File: config.mk
export PLATFORM = sky130hd
export DESIGN_NAME = iso_link_supervisor
export DESIGN_NICKNAME = d
export VERILOG_FILES = /design/src/rtl/iso_sup_pkg.sv /design/src/rtl/iso_sync_chain.sv /design/src/rtl/iso_link_monitor.sv /design/src/rtl/iso_watchdog.sv /design/src/rtl/iso_link_supervisor.sv
export SDC_FILE = /design/constraint.sdc
export NUM_CORES = 1
export LEC_CHECK = 0
export BUFFER_PORTS_ARGS = -buffer_cell sky130_fd_sc_hd__buf_2
export CORE_AREA = 2 2 58 60
export CTS_BUF_LIST = sky130_fd_sc_hd__clkbuf_16
export DETAILED_ROUTE_END_ITERATION = 10
export DIE_AREA = 0 0 60 62
export PLACE_DENSITY = 0.75
export SKIP_CTS_REPAIR_TIMING = 1
export SLEW_MARGIN = 20
export SYNTH_ARGS = -nofsm -noshare
export SYNTH_HDL_FRONTEND = slang
export SYNTH_SLANG_ARGS = --single-unit
File: constraint.sdc
create_clock -name clk -period 2.4 [get_ports clk]
set_input_delay 0.36 -clock clk [delete_from_list [all_inputs] [get_ports clk]]
set_output_delay 0.36 -clock clk [all_outputs]
set_load 0.02 [all_outputs]
File: src/rtl/iso_sup_pkg.sv
package iso_sup_pkg;
   localparam int unsigned ADDR_W = 2;

   localparam logic [ADDR_W-1:0] A_CTRL  = 2'd0;
   localparam logic [ADDR_W-1:0] A_STAT  = 2'd1;
   localparam logic [ADDR_W-1:0] A_DEVID = 2'd2;

   typedef struct packed {
      logic wd_off;   // bit2
      logic poll_en;  // bit1
      logic irq_en;   // bit0
   } ctrl_t;

   localparam ctrl_t CTRL_RST = '{wd_off: 1'b0, poll_en: 1'b1, irq_en: 1'b1};
endpackage

File: src/rtl/iso_sync_chain.sv
module iso_sync_chain #(
   parameter int unsigned STAGES = 2
) (
   input  logic clk,
   input  logic rst_n,
   input  logic d,
   output logic q
);
   logic [STAGES-1:0] stg;

   generate
      if (STAGES < 1) begin : g_bad
         $error("iso_sync_chain: STAGES must be at least 1");
      end
      for (genvar g = 0; g < STAGES; g++) begin : g_st
         if (g == 0) begin : g_first
            always_ff @(posedge clk or negedge rst_n) begin
               if (!rst_n) stg[0] <= 1'b0;
               else        stg[0] <= d;
            end
         end else begin : g_next
            always_ff @(posedge clk or negedge rst_n) begin
               if (!rst_n) stg[g] <= 1'b0;
               else        stg[g] <= stg[g-1];
            end
         end
      end
   endgenerate

   assign q = stg[STAGES-1];
endmodule

File: src/rtl/iso_link_monitor.sv
module iso_link_monitor #(
   parameter int unsigned ID_W = 4
) (
   input  logic            clk,
   input  logic            rst_n,
   input  logic            sync_s,
   input  logic            poll_en,
   input  logic            irq_en,
   input  logic            stat_rd,
   input  logic            id_load,
   input  logic [ID_W-1:0] id_in,
   output logic            loss_flag,
   output logic            unsync_flag,
   output logic            poll_req,
   output logic [ID_W-1:0] dev_id,
   output logic            irq
);
   logic sync_prev;
   logic loss_evt;
   logic sync_rise;

   assign loss_evt  = sync_prev & ~sync_s;
   assign sync_rise = ~sync_prev & sync_s;

   always_ff @(posedge clk or negedge rst_n) begin
      if (!rst_n) begin
         sync_prev   <= 1'b0;
         loss_flag   <= 1'b0;
         unsync_flag <= 1'b1;
         poll_req    <= 1'b0;
         dev_id      <= '0;
      end else begin
         sync_prev <= sync_s;
         // sticky flag: a new loss outranks a clearing read
         if (loss_evt)     loss_flag <= 1'b1;
         else if (stat_rd) loss_flag <= 1'b0;
         // level flag: read clears, persisting loss re-arms next cycle
         if (stat_rd)      unsync_flag <= 1'b0;
         else if (!sync_s) unsync_flag <= 1'b1;
         poll_req <= sync_rise & poll_en;
         if (!sync_s)      dev_id <= '0;
         else if (id_load) dev_id <= id_in;
      end
   end

   assign irq = loss_flag & irq_en;

   AST_LOSS_SET_WINS: assert property (@(posedge clk) disable iff (!rst_n)
      loss_evt |=> loss_flag);
   AST_LOSS_READ_CLEARS: assert property (@(posedge clk) disable iff (!rst_n)
      (stat_rd && !loss_evt) |=> !loss_flag);
   AST_UNSYNC_REARM: assert property (@(posedge clk) disable iff (!rst_n)
      (!sync_s && !stat_rd) |=> unsync_flag);
   AST_POLL_ON_RISE: assert property (@(posedge clk) disable iff (!rst_n)
      poll_req |-> (sync_prev && !$past(sync_prev) && $past(poll_en)));
   AST_ID_WIPED: assert property (@(posedge clk) disable iff (!rst_n)
      !sync_s |=> (dev_id == '0));
endmodule

File: src/rtl/iso_watchdog.sv
module iso_watchdog #(
   parameter int unsigned WD_CYCLES = 80000
) (
   input  logic clk,
   input  logic rst_n,
   input  logic line_s,
   input  logic wd_off,
   output logic hook_rst
);
   localparam int unsigned CNT_W = $clog2(WD_CYCLES + 1);
   localparam logic [CNT_W-1:0] LAST = CNT_W'(WD_CYCLES - 1);

   generate
      if (WD_CYCLES < 2) begin : g_bad
         $error("iso_watchdog: WD_CYCLES must be at least 2");
      end
   endgenerate

   logic             line_prev;
   logic             line_edge;
   logic [CNT_W-1:0] cnt;
   logic             expire;

   assign line_edge = line_s ^ line_prev;
   assign expire    = (cnt == LAST) & ~line_edge & ~wd_off;

   always_ff @(posedge clk or negedge rst_n) begin
      if (!rst_n) begin
         line_prev <= 1'b0;
         cnt       <= '0;
         hook_rst  <= 1'b0;
      end else begin
         line_prev <= line_s;
         hook_rst  <= expire;
         if (line_edge || wd_off || cnt == LAST) cnt <= '0;
         else                                    cnt <= cnt + 1'b1;
      end
   end

   AST_HOOK_SINGLE: assert property (@(posedge clk) disable iff (!rst_n)
      hook_rst |=> !hook_rst);
   AST_CNT_BOUND: assert property (@(posedge clk) disable iff (!rst_n)
      cnt <= LAST);
   AST_EDGE_RESTARTS: assert property (@(posedge clk) disable iff (!rst_n)
      line_edge |=> (cnt == '0 && !hook_rst));
   AST_OFF_SILENT: assert property (@(posedge clk) disable iff (!rst_n)
      wd_off |=> (!hook_rst && cnt == '0));
endmodule

File: src/rtl/iso_link_supervisor.sv
module iso_link_supervisor
   import iso_sup_pkg::*;
#(
   parameter int unsigned DATA_W      = 8,
   parameter int unsigned ID_W        = 4,
   parameter int unsigned SYNC_STAGES = 2,
   parameter int unsigned CLK_KHZ     = 200000,
   parameter int unsigned WD_US       = 400
) (
   input  logic              clk,
   input  logic              rst_n,
   input  logic              link_sync,
   input  logic              bar_line,
   input  logic              id_load,
   input  logic [ID_W-1:0]   id_in,
   input  logic [1:0]        reg_addr,
   input  logic              reg_wr,
   input  logic              reg_rd,
   input  logic [DATA_W-1:0] reg_wdata,
   output logic [DATA_W-1:0] reg_rdata,
   output logic              irq,
   output logic              poll_req,
   output logic              hook_rst
);
   localparam int unsigned WD_CYCLES = CLK_KHZ * WD_US / 1000;

   generate
      if (DATA_W < 4 || ID_W > DATA_W || ID_W < 1) begin : g_bad_w
         $error("iso_link_supervisor: DATA_W must be >= 4 and >= ID_W");
      end
   endgenerate

   logic            sync_s;
   logic            line_s;
   ctrl_t           ctrl;
   logic            stat_rd;
   logic            ctrl_wr;
   logic            loss_flag;
   logic            unsync_flag;
   logic [ID_W-1:0] dev_id;
   logic            unused_wdata;

   assign unused_wdata = ^reg_wdata[DATA_W-1:3];

   iso_sync_chain #(.STAGES(SYNC_STAGES)) u_sync_link (
      .clk(clk), .rst_n(rst_n), .d(link_sync), .q(sync_s));

   iso_sync_chain #(.STAGES(SYNC_STAGES)) u_sync_line (
      .clk(clk), .rst_n(rst_n), .d(bar_line), .q(line_s));

   assign ctrl_wr = reg_wr && (reg_addr == A_CTRL);
   assign stat_rd = reg_rd && (reg_addr == A_STAT);

   always_ff @(posedge clk or negedge rst_n) begin
      if (!rst_n)       ctrl <= CTRL_RST;
      else if (ctrl_wr) ctrl <= ctrl_t'(reg_wdata[2:0]);
   end

   iso_link_monitor #(.ID_W(ID_W)) u_mon (
      .clk(clk), .rst_n(rst_n), .sync_s(sync_s),
      .poll_en(ctrl.poll_en), .irq_en(ctrl.irq_en), .stat_rd(stat_rd),
      .id_load(id_load), .id_in(id_in),
      .loss_flag(loss_flag), .unsync_flag(unsync_flag),
      .poll_req(poll_req), .dev_id(dev_id), .irq(irq));

   iso_watchdog #(.WD_CYCLES(WD_CYCLES)) u_wd (
      .clk(clk), .rst_n(rst_n), .line_s(line_s),
      .wd_off(ctrl.wd_off), .hook_rst(hook_rst));

   always_comb begin
      reg_rdata = '0;
      case (reg_addr)
         A_CTRL:  reg_rdata[2:0]      = ctrl;
         A_STAT:  reg_rdata[1:0]      = {unsync_flag, loss_flag};
         A_DEVID: reg_rdata[ID_W-1:0] = dev_id;
         default: reg_rdata           = '0;
      endcase
   end

   AST_CTRL_HOLD: assert property (@(posedge clk) disable iff (!rst_n)
      !ctrl_wr |=> $stable(ctrl));
   AST_CTRL_LOAD: assert property (@(posedge clk) disable iff (!rst_n)
      ctrl_wr |=> (ctrl == $past(reg_wdata[2:0])));
endmodule

After elaboration in Yosys (flattened, before gate mapping)
Cells that the tools add are included.
Storage, ports and cells
  register bits after elaboration: 34
  bits in latches: 0
  RAM bits: 0
  bits in read-only memories: 0
  bits of input ports: 21
  logic and storage cells: 48
  memories: 0
Cells by class
  add/sub/neg operators: 1
  multipliers: 0
  divide/modulo/power cells: 0
  magnitude comparators: 0
  eq/ne operators: 5
  shift operators: 0
  mux-type cells: 10
  bitwise logic cells: 11
  reductions and logical operators: 6
Operators by type and width (count)
  adder 17 x 1 -> 17 bit (second input constant): 1
  == test 17 bit (second input constant): 1
  2-to-1 mux 17 bit: 1
  2-to-1 mux 4 bit: 2
  bitwise AND 1 bit: 6
  case mux 2 bit (3 select lines): 1
  2-to-1 mux 1 bit: 5
  != test 2 bit (second input constant): 2
  inverter 1 bit: 4
  == test 2 x 1 -> 1 bit (second input constant): 1
  == test 2 bit (second input constant): 1
  logical AND 1 bit: 2
  zero test 2 bit: 1
  logical OR 1 bit: 2
  case mux 1 bit (2 select lines): 1
  nonzero test 2 bit: 1
  XOR 1 bit: 1

Longest topological paths before layout
Gate-level depths: netlist of run 1.
  word-level depth: 4
  gate-level depth with buffers: 6
  depth with buffers taken out: 5

Cells and area by module
Synthesis of run 1 repeated with hierarchy kept, for this count alone.
Second synthesis, totals
  cell total of the unflattened synthesis: 142
  area, all modules: 1600.3 um^2
Modules (own cells, without submodules)
  iso_watchdog: times used 1, cells each 91, area an instance 938.4 um^2
  iso_link_monitor: times used 1, cells each 24, area an instance 312.8 um^2
  iso_link_supervisor: times used 1, cells each 23, area an instance 249.0 um^2
  iso_sync_chain: times used 2, cells each 2, area an instance 50.0 um^2

Worst setup path before layout of run 1
OpenSTA, ideal clock, no wires.
  kind: reg-to-reg
  start point: register u_wd.cnt[0]
  end point: register u_wd.cnt[10]
  setup time: 0.119 ns
  data arrival time: 1.658 ns
  required time: 2.281 ns
  slack: 0.623 ns
  stages on the path, launching flop included: 7
  path buffers: 1
  cell sequence: dfrtp_1 > ha_1 > nand4_2 > or3_4 > o21ai_4 > buf_6 > nor2_1
On the way
  cells in the longest elaborated chain, start to end: 3
  elaborated cells between the ends (all ways): 4
RTL lines
  start, declared: RTL line iso_watchdog.sv:21  | logic [CNT_W-1:0] cnt;
  start signal, assigned: RTL line iso_watchdog.sv:36  | else cnt <= cnt + 1'b1;
  parallel branches: the longest is 2 deep, another holds adder 17 x 1 -> 17 bit
  2-to-1 mux 17 bit *: RTL line iso_watchdog.sv:35  | if (line_edge || wd_off || cnt == LAST) cnt <= '0;
Every way passes the cells marked *.
A chain may end at the register's enable or synchronous reset.

Worst setup path after layout of run 1
Same ends and word-level chain as after synthesis.

==> results.md, run 1 <==
- Status: finished clean
- Hold Crit Class: input port to async pin
- Crit path buf inv count: 0
- Fin crit share: 83.3%
- Antenna violations before repair: 0
- Top cells by count, synth: 31 x dfrtp_1, 20 x nor2_1, 11 x nand2_1
- Crit-path max cell delay: 450 ps
- ANT nets after route: 0
- Main synth FF type: dfrtp_1
- Peak supply drop: 413 µV
- Largest net degree at the start of global routing: 35
- Die H: 62 µm
- Via Count: 1081
- Syn avg cell area: 11.0 µm²
- Post-synthesis xor/xnor area fraction: 8.29%
- Layout fillers: 256
- Hold Fails Final Rpt: 0
- Max clock buf depth: 2
- Critical R2R Launch: u_wd.cnt[0]
- Root Buffer: clkbuf_16
- Critical path's slowest cell: or3_4
- Multiplexer share of the synthesized area: 6.55%
- Die Footprint: 0.00372 mm²
- Worst path cell trace: ha_1 -> nand4_2 -> or3_4 -> o21ai_4 -> nor2_1
- Endpoints failing setup: 0
- Share of layout cells above drive strength 1: 25.4%
- WHS: 136 ps
- Initial Util: 49.9%
- Gr ovfl total: 0
- FFs w/ async S/R, synth: 100%
- Initial detailed-routing violation count: 31
- Worst setup SP type: flip-flop
- Average wire per standard cell: 11.8 µm
- Critical Path Source: u_wd.cnt[0]
- ANT cells: 0
- Synth Cell Area: 0.00159 mm²
- Top cells by area, synth: dfrtp_1 49%, dfstp_2 5.0%, xnor2_1 5.0%
- Clock sink count: 34
- Synth-to-Final Area Change: 16.6%
- Top delay family on crit path: simple AND/OR/NAND/NOR gates
- Dpl hpwl: 1860 µm
- Core Region: 0.00318 mm²
- H-tree depth: 2
- Slew Limit Headroom: 53.4%
- Vias in the first global route: 952
- TritonCTS Buffers: 5
- Max Fclk: 0.500 GHz
- Tightest Pin Transition: 698 ps
- Crit path capture type: flip-flop
- RePlAce Congestion: 0.793
- Global-route wire length before repair: 4240 µm
- Critical Path AT: 2130 ps
- Pleak: 0.820 nW
- Via density per instance: 5.03
- Fin. max-slew vios: 0
- Unrepaired setup endpoints after global routing: no
- Post-synthesis simple-gate area fraction: 22.8%
- Slack of the critical path: 401 ps
- Number of flops mapped to enable cells by yosys: 0
- Ports: 32
- Post-synth top area share: 48.9%
- TritonCTS clock tree: yes
- Largest family of logic cells by synthesized area: simple AND/OR/NAND/NOR gates
- Seq/Total Area, Yosys: 53.9%
- Routed WL: 2540 µm
- Count leader, synth: dfrtp_1
- Compound-Gate Fraction of Synth Area: 3.31%
- Post-Synth Adder-Cell Area: 0.789%
- Minimum clock period: 2000 ps
- Post-Place Setup Slack: 359 ps
- DRC: 0
- Die width: 60 µm
- Global routing usage on met2: 25.9%
- Register bit total from synthesis: 34
- Cell taking the most area after synthesis: dfrtp_1
- Pwr Density: 718 mW/mm²
- Setup TNS: 0 ps
- Cell variety after synth: 35
- Final Net Count: 190
- CP max FO: 17
- Worst Clk Skew: 3.99 ps
- Max-Cap Viols: 0
- Row cnt: 21
- Total iterations of the first detailed-routing run: 4
- Clock transition at path regs: 50 ps
- GRT Max-Usage Layer: met2
- Post-Syn Instances: 144
- Setup Crit Path Kind: flip-flop to flip-flop
- Warnings from Yosys: 0
- Met1 Track Usage GR: 19.3%
- M3 GR Usage: 5.59%
- Critical Path RT: 2530 ps
- Worst-Skew Late Latency: 270 ps
- GRT Overall Usage: 16.1%
- Port Buffer Count: 22
## worst reg2reg max path, stage by stage, from the launching register on
cell and delay (ps):
dfrtp_1 430, ha_1 260, nand4_2 190, or3_4 450, o21ai_4 410, nor2_1 110
## power breakdown
part | switching, mW | internal (mW) | total (mW) | leakage, nW
Sequential | 0.0225 | 0.608 | 0.631 | 0.441
Clock | 0.204 | 0.373 | 0.577 | 0.0724
Combinational | 0.0721 | 0.0462 | 0.118 | 0.307
## area by class of cell
class	count	area [µm²]	area share (%)
timing repair buffer	22	110	5.96
clock buffer	5	125	6.77
sequential	34	855	46.2
tap	46	57.6	3.11
clock inverter	3	12.5	0.677
inverter	3	11.3	0.609
multi-input combinational	102	677	36.6
## cells in the final DEF, fill, tap and decap left out, drive strengths merged, types with 2 or more instances in the layout
cell / n
clkinv: 2
inv: 4
nor2: 20
nor2b: 6
conb: 4
dfrtp: 31
clkbuf: 5
o21ai: 4
dfstp: 3
xor2: 6
buf: 22
xnor2: 9
nand2: 11
nor4: 5
nand4: 5
a21oi: 2
nand3: 6
mux2: 3
nor3: 4
mux2i: 7
## registers in the layout (all words and copies together) (netlist names)
register and count:
u_wd.cnt 17, u_sync_line.q 1, u_mon.sync_prev 1, u_mon.poll_req 1
u_sync_line.stg 1, u_sync_link.q 1, u_wd.hook_rst 1, u_mon.loss_flag 1
u_mon.dev_id 4, u_wd.line_prev 1, u_sync_link.stg 1, ctrl 3
u_mon.unsync_flag 1
## metal layers
layer	share of wire, %	up-vias
met1	45	518
li1	-	528
met5	0	-
met4	2.0	0
met2	46	28
met3	6.3	7
## kinds of logic (layout without fill, tap and decap cells)
group	count (synthesis)	in the layout
other	1	4
AO/OA/AOI/OAI	7	7
flip-flops	34	34
buffers and inverters	11	33
XOR/XNOR	15	15
multiplexers	10	10
AND/OR/NAND/NOR	65	65
adder cells (fa/ha/maj)	1	1
## per-stage QoR
step / power [mW] / instances / util [%] / instance area, µm²
after CTS: 1.35 / 215 / 58.1 / 1850
after floorplan: 0.723 / 147 / - / 1600
after global placement: 0.756 / 207 / 53.8 / 1710
after global routing: 1.39 / 215 / 58.1 / 1850
after detailed placement: 0.761 / 207 / 53.8 / 1710
final: 1.33 / 215 / 58.1 / 1850
## path summary, 6_finish.rpt
kind	to	slack [ps]	cells past startpoint
worst max-delay path	u_wd.cnt[10]	400	5
min in group clk	u_sync_line.stg[0]	190	1
worst min-delay path	u_wd.cnt[8]	140	1
worst min register to register	u_sync_line.q	350	0
max in group asynchronous	u_wd.cnt[7]	1820	1
worst max register to register	u_wd.cnt[10]	400	5
Power figures use the tool's default switching activity.
==> run 2: changes to the inputs <==
Settings changed: CORE_AREA 2 2 58 60 to 2 2 61 63, DIE_AREA 0 0 60 62 to 0 0 63 65, PLACE_DENSITY 0.75 to 0.72.
Clock period 2.4 ns to 1.75 ns, I/O delays scaled along.
==> run 2 against run 1 <==
  * Worst hold slack worse by 90 ps
  * Core utilization fell by 3.7 points
  * Clock skew up 5.3 ps
  * Register-to-register slack worse by 280 ps
  * Non-clock buffer count rose by 5
  * Final cell count grew 3.3%
  * Count of clock-buffer cells in the layout unchanged
  * Critical endpoint is now u_wd.cnt[4]
  * Largest cell class unchanged
  * Largest power group unchanged
==> results.md, run 2 (same netlist as run 1, synthesis figures left out) <==
- Status: finished clean
- Initial detailed-routing violation count: 35
- Share of layout cells above drive strength 1: 28.7%
- Die H: 65 µm
- Top flop regs: u_wd.cnt (17), u_mon.dev_id (4), ctrl (3)
- Synth-to-Final Area Change: 20.1%
- Worst Clk Skew: 9.27 ps
- Pleak: 0.848 nW
- Total iterations of the first detailed-routing run: 4
- Unrepaired setup endpoints after global routing: no
- Setup Crit Path Kind: flip-flop to flip-flop
- Clock transition at path regs: 50 ps
- Commonest non-fill, non-tap cell in the layout: dfrtp_1
- Crit-path max cell delay: 430 ps
- Multi-input logic area: 679 µm²
- TritonCTS Buffers: 5
- Gr ovfl total: 0
- Global-route wire length before repair: 4910 µm
- Minimum clock period: 1630 ps
- Max Fclk: 0.614 GHz
- TritonCTS clock tree: yes
- Layout fillers: 303
- Antenna violations before repair: 0
- Worst setup SP type: flip-flop
- Max reg flops: 17
- Post-Place Setup Slack: 118 ps
- Die Footprint: 0.00410 mm²
- Critical R2R Launch: u_wd.cnt[0]
- Slew Limit Headroom: 51.8%
- Worst path cell trace: ha_2 -> nand4_2 -> or3_4 -> o21ai_4 -> buf_12 -> nor2_1
- Slack of the critical path: 122 ps
- Hold Fails Final Rpt: 0
- WHS: 46.1 ps
- CP max FO: 17
- Max-Cap Viols: 0
- Core Region: 0.00350 mm²
- Ports: 32
- Average wire per standard cell: 12.6 µm
- Row cnt: 22
- Die width: 63 µm
- Final Net Count: 195
- Max clock buf depth: 2
- DRC: 0
- Worst-Skew Late Latency: 270 ps
- Root Buffer: clkbuf_16
- Hold Crit Class: input port to async pin
- Worst Reg2Reg Path Length in Cells: 6
- Clock sink count: 34
- Dpl hpwl: 2040 µm
- Final Power: 1.85 mW
- Register Area: 855 µm²
- GRT Overall Usage: 15.7%
- Fin. max-slew vios: 0
- ANT nets after route: 0
- Reg-to-reg critical path endpoint: u_wd.cnt[4]
- Via density per instance: 4.92
- Biggest register: u_wd.cnt
- Crit path capture type: flip-flop
- Initial Util: 45.3%
- H-tree depth: 2
- Reg2Reg Setup Slack: 120 ps
- Placed Cells incl. Taps: 214
- Via Count: 1093
- Endpoints failing setup: 0
- Peak supply drop: 513 µV
- Port Buffer Count: 22
- Largest net degree at the start of global routing: 35
- Critical Path AT: 1780 ps
- Critical path's slowest cell: or3_4
- Fin crit share: 93.0%
- Vias in the first global route: 1134
- Critical Path RT: 1900 ps
- Pwr Density: 974 mW/mm²
- Post-Layout Cell Count: 222
- Routed WL: 2790 µm
- RePlAce Congestion: 0.741
- Most frequent cells in the layout: 31 x dfrtp_1, 22 x buf_2, 20 x nor2_1
- ANT cells: 0
- Tightest Pin Transition: 723 ps
- Setup TNS: 0 ps
run 2: changes by cell type in the layout (fill, tap and decap cells not counted):
cell and delta:
buf_4 +4, buf_12 +1, clkinv_1 -1, clkinv_2 +1, ha_1 -1, ha_2 +1
run 2: per-layer routing:
metal | track usage (%) | vias to the layer above | part of all wire, %
li1 | - | 535 | -
met1 | 17.5 | 522 | 42
met2 | 26.6 | 31 | 51
met3 | 5.73 | 5 | 5.6
met4 | 7.50 | 0 | 1.5
met5 | 0 | - | 0
run 2: worst max-delay path: cells and delay by family, from the launching register on:
kind	cells	cell delay (ps)
DFF	1	360
buffers and inverters	1	160
and+or+nand+nor	3	620
AOI/OAI and AO/OA	1	150
adders and majority gates	1	220
run 2: how the worst max path moves through the flow:
stage | startpoint | endpoint | slack [ps] | cells after the start
4_1_cts | u_wd.cnt[0] | u_wd.cnt[4] | 100 | 6
5_1_grt | u_wd.cnt[0] | u_wd.cnt[16] | 40 | 6
2_1_floorplan | u_wd.cnt[0] | u_wd.cnt[10] | 10 | 6
6_report | u_wd.cnt[0] | u_wd.cnt[4] | 120 | 6
3_5_place_dp | u_wd.cnt[0] | u_wd.cnt[4] | 120 | 6
3_3_place_gp | u_wd.cnt[0] | u_wd.cnt[11] | 150 | 6
run 2: layout make-up:
cell class,count,share of cell area [%]
tap,48,3.15
multi-input combinational,102,35.7
inverter,3,0.591
timing repair buffer,27,8.41
sequential,34,44.9
clock buffer,5,6.57
clock inverter,3,0.723
run 2: per-stage QoR:
| step | utilization [%] | instance area [µm²] |
|---|---|---|
| after floorplan | - | 1600 |
| after global placement | 50.5 | 1770 |
| after detailed placement | 50.5 | 1770 |
| after CTS | 54.5 | 1900 |
| after global routing | 54.5 | 1900 |
| final | 54.5 | 1900 |
run 2: power by group:
| group | internal [mW] | leakage, nW | total [mW] | switching, mW |
|---|---|---|---|---|
| logic | 0.0844 | 0.333 | 0.195 | 0.111 |
| clock network | 0.514 | 0.0748 | 0.800 | 0.286 |
| registers | 0.834 | 0.441 | 0.860 | 0.0256 |
==> run 3: changes to the inputs <==
Settings changed: SLEW_MARGIN 20 to not set, SYNTH_HIERARCHICAL set to 1.
==> run 3 against run 2 <==
  * Flip-flop and latch count did not move
  * First-iteration DRC count rose by 54%
  * Core utilization fell by 0.93 points
  * Routed wire length fell by 2.1%
  * Worst hold slack got worse by 4.5 ps
  * Clock power rose by 3.4%
  * Cell area fell by 1.7%
  * Register-to-register slack barely moved
  * Sequential power barely moved
  * Sequential share of layout area rose by 0.78 points
  * Count of clock-buffer cells in the layout did not move
  * Combinational power fell by 12%
  * Largest cell class unchanged
  * Largest power group unchanged
  * Highest routed layer unchanged
==> results.md, run 3 <==
- Status: finished clean
- Global-route wire length before repair: 4660 µm
- Worst Reg2Reg Path Length in Cells: 5
- Warnings from Yosys: 6
- Worst setup SP type: flip-flop
- Slack of the critical path: 134 ps
- Dpl hpwl: 1940 µm
- Ports: 32
- Initial detailed-routing violation count: 54
- Commonest non-fill, non-tap cell in the layout: dfrtp_1
- Peak supply drop: 657 µV
- H-tree depth: 2
- Sequential power share: 46.3%
- Via Count: 1103
- Final core occ: 53.5%
- Most frequent cells in the layout: 31 x dfrtp_1, 22 x buf_2, 20 x nor2_1
- Fin area: 0.00187 mm²
- Register bit total from synthesis: 34
- Row cnt: 22
- TritonCTS clock tree: yes
- Die H: 65 µm
- Critical R2R Launch: u_wd/cnt[0]
- Endpoints failing setup: 0
- Syn avg cell area: 11.3 µm²
- Synth-to-Final Area Change: 17.0%
- DRC: 0
- Comb power frac: 9.2%
- Seq/Total Area, Yosys: 53.4%
- Main synth FF type: dfrtp_1
- Max reg flops: 17
- Via density per instance: 5.11
- Share of layout cells above drive strength 1: 25.6%
- Initial Util: 45.8%
- Max clock buf depth: 2
- Pleak: 0.845 nW
- Fin. max-slew vios: 0
- Max-Cap Viols: 0
- Vias in the first global route: 1085
- Placed cell area: 0.00172 mm²
- Post-synth top area share: 48.5%
- Die width: 63 µm
- ANT cells: 0
- Worst-Skew Late Latency: 270 ps
- Average wire per standard cell: 12.7 µm
- Count leader, synth: dfrtp_1
- TritonCTS Buffers: 5
- Clock transition at path regs: 60 ps
- Gr ovfl total: 0
- P_sw: 0.435 mW
- Reg-to-reg critical path endpoint: u_wd/cnt[16]
- Top cells by count, synth: 31 x dfrtp_1, 20 x nor2_1, 10 x xnor2_1
- Post-Place Setup Slack: 140 ps
- Routed WL: 2730 µm
- Placed Cells incl. Taps: 208
- Core Region: 0.00350 mm²
- Post-Layout Cell Count: 216
- Total iterations of the first detailed-routing run: 5
- Largest net degree at the start of global routing: 35
- Critical Path RT: 1910 ps
- Port Buffer Count: 22
- Reg2Reg Setup Slack: 130 ps
- RePlAce Congestion: 0.777
- Hold Crit Class: input port to async pin
- Setup Crit Path Kind: flip-flop to flip-flop
- Critical Path AT: 1770 ps
- Minimum clock period: 1620 ps
- Post-Syn Instances: 142
- Crit path capture type: flip-flop
- Number of flops mapped to enable cells by yosys: 0
- Die Footprint: 0.00410 mm²
- Antenna violations before repair: 0
- ANT nets after route: 0
- CP max FO: 5
- Unrepaired setup endpoints after global routing: no
- Setup TNS: 0 ps
- Slew Limit Headroom: 51.6%
- Clock sink count: 34
- FFs w/ async S/R, synth: 100%
- Int Pwr: 1.42 mW
- Final Net Count: 189
- Max Fclk: 0.619 GHz
- Cell taking the most area after synthesis: dfrtp_1
- Biggest register: u_wd/cnt
- Hold Fails Final Rpt: 0
- Fin crit share: 92.3%
- Synth Cell Area: 0.00160 mm²
- Clock Power Share: 44.5%
- Switching share of power: 23.4%
- Tightest Pin Transition: 725 ps
- Root Buffer: clkbuf_16
- Top flop regs: u_wd/cnt (17), u_mon/dev_id (4), ctrl (3)
- Pwr Density: 992 mW/mm²
- Cell variety after synth: 32
- Top cells by area, synth: dfrtp_1 48%, xnor2_1 5.5%, mux2i_1 5.0%
- GRT Overall Usage: 14.9%
- Worst Clk Skew: 4.66 ps
## run 3: worst max-delay path by stage
stage,cells past startpoint,slack [ps],startpoint,endpoint
2_1_floorplan,6,310,u_wd/cnt[0],u_wd/cnt[11]
3_3_place_gp,5,190,u_wd/cnt[0],u_wd/cnt[5]
3_5_place_dp,5,140,u_wd/cnt[0],u_wd/cnt[16]
4_1_cts,5,130,u_wd/cnt[0],u_wd/cnt[16]
5_1_grt,5,30,u_wd/cnt[0],u_wd/cnt[5]
6_report,5,130,u_wd/cnt[0],u_wd/cnt[16]
## run 3: power by group through the flow
stage / Combinational (mW) / Sequential (mW) / Clock, mW
2_1_floorplan: 0.124 / 0.868 / 0
3_3_place_gp: 0.167 / 0.872 / 0
3_5_place_dp: 0.170 / 0.874 / 0
4_1_cts: 0.171 / 0.860 / 0.847
5_1_grt: 0.193 / 0.866 / 0.881
6_report: 0.171 / 0.859 / 0.827
## run 3: layer usage
layer | share of wire [%] | routed length, µm | global-route usage [%]
met1 | 45 | 1220 | 17.7
met2 | 51 | 1380 | 25.1
met3 | 3.6 | 99 | 3.82
met4 | 1.1 | 30 | 7.50
met5 | 0 | 0 | 0
## run 3: final cells by class
| type | count | area, µm² |
|---|---|---|
| sequential | 34 | 855 |
| timing repair buffer | 22 | 110 |
| clock buffer | 5 | 125 |
| tap | 48 | 60.1 |
| fill | 323 | 1620 |
| multi-input combinational | 97 | 679 |
| clock inverter | 3 | 16.3 |
| inverter | 7 | 26.3 |
## run 3: cells by family (layout without fill, tap and decap cells)
logic type | after synthesis | in the layout | share of synthesized area [%]
buf+inv | 14 | 37 | 5.40
mux | 11 | 11 | 7.11
flops | 34 | 34 | 53.4
fa+ha+maj | 1 | 1 | 0.782
simple gates | 59 | 59 | 21.9
other cells | 1 | 4 | 0.234
xor+xnor | 14 | 14 | 7.66
compound gates | 8 | 8 | 3.52
## run 3: worst max-delay path, cell delays in order, from the launching register on
cell	delay [ps]
dfrtp_1	380
ha_1	230
nand4_1	230
nor4_1	410
xnor2_1	180
nor2_1	70
## run 3: stage by stage
step	power [mW]	hold slack (ps)
2_1_floorplan	0.992	-33.1
3_3_place_gp	1.04	334
3_5_place_dp	1.04	340
4_1_cts	1.88	65.9
5_1_grt	1.94	86.8
6_report	1.86	41.6
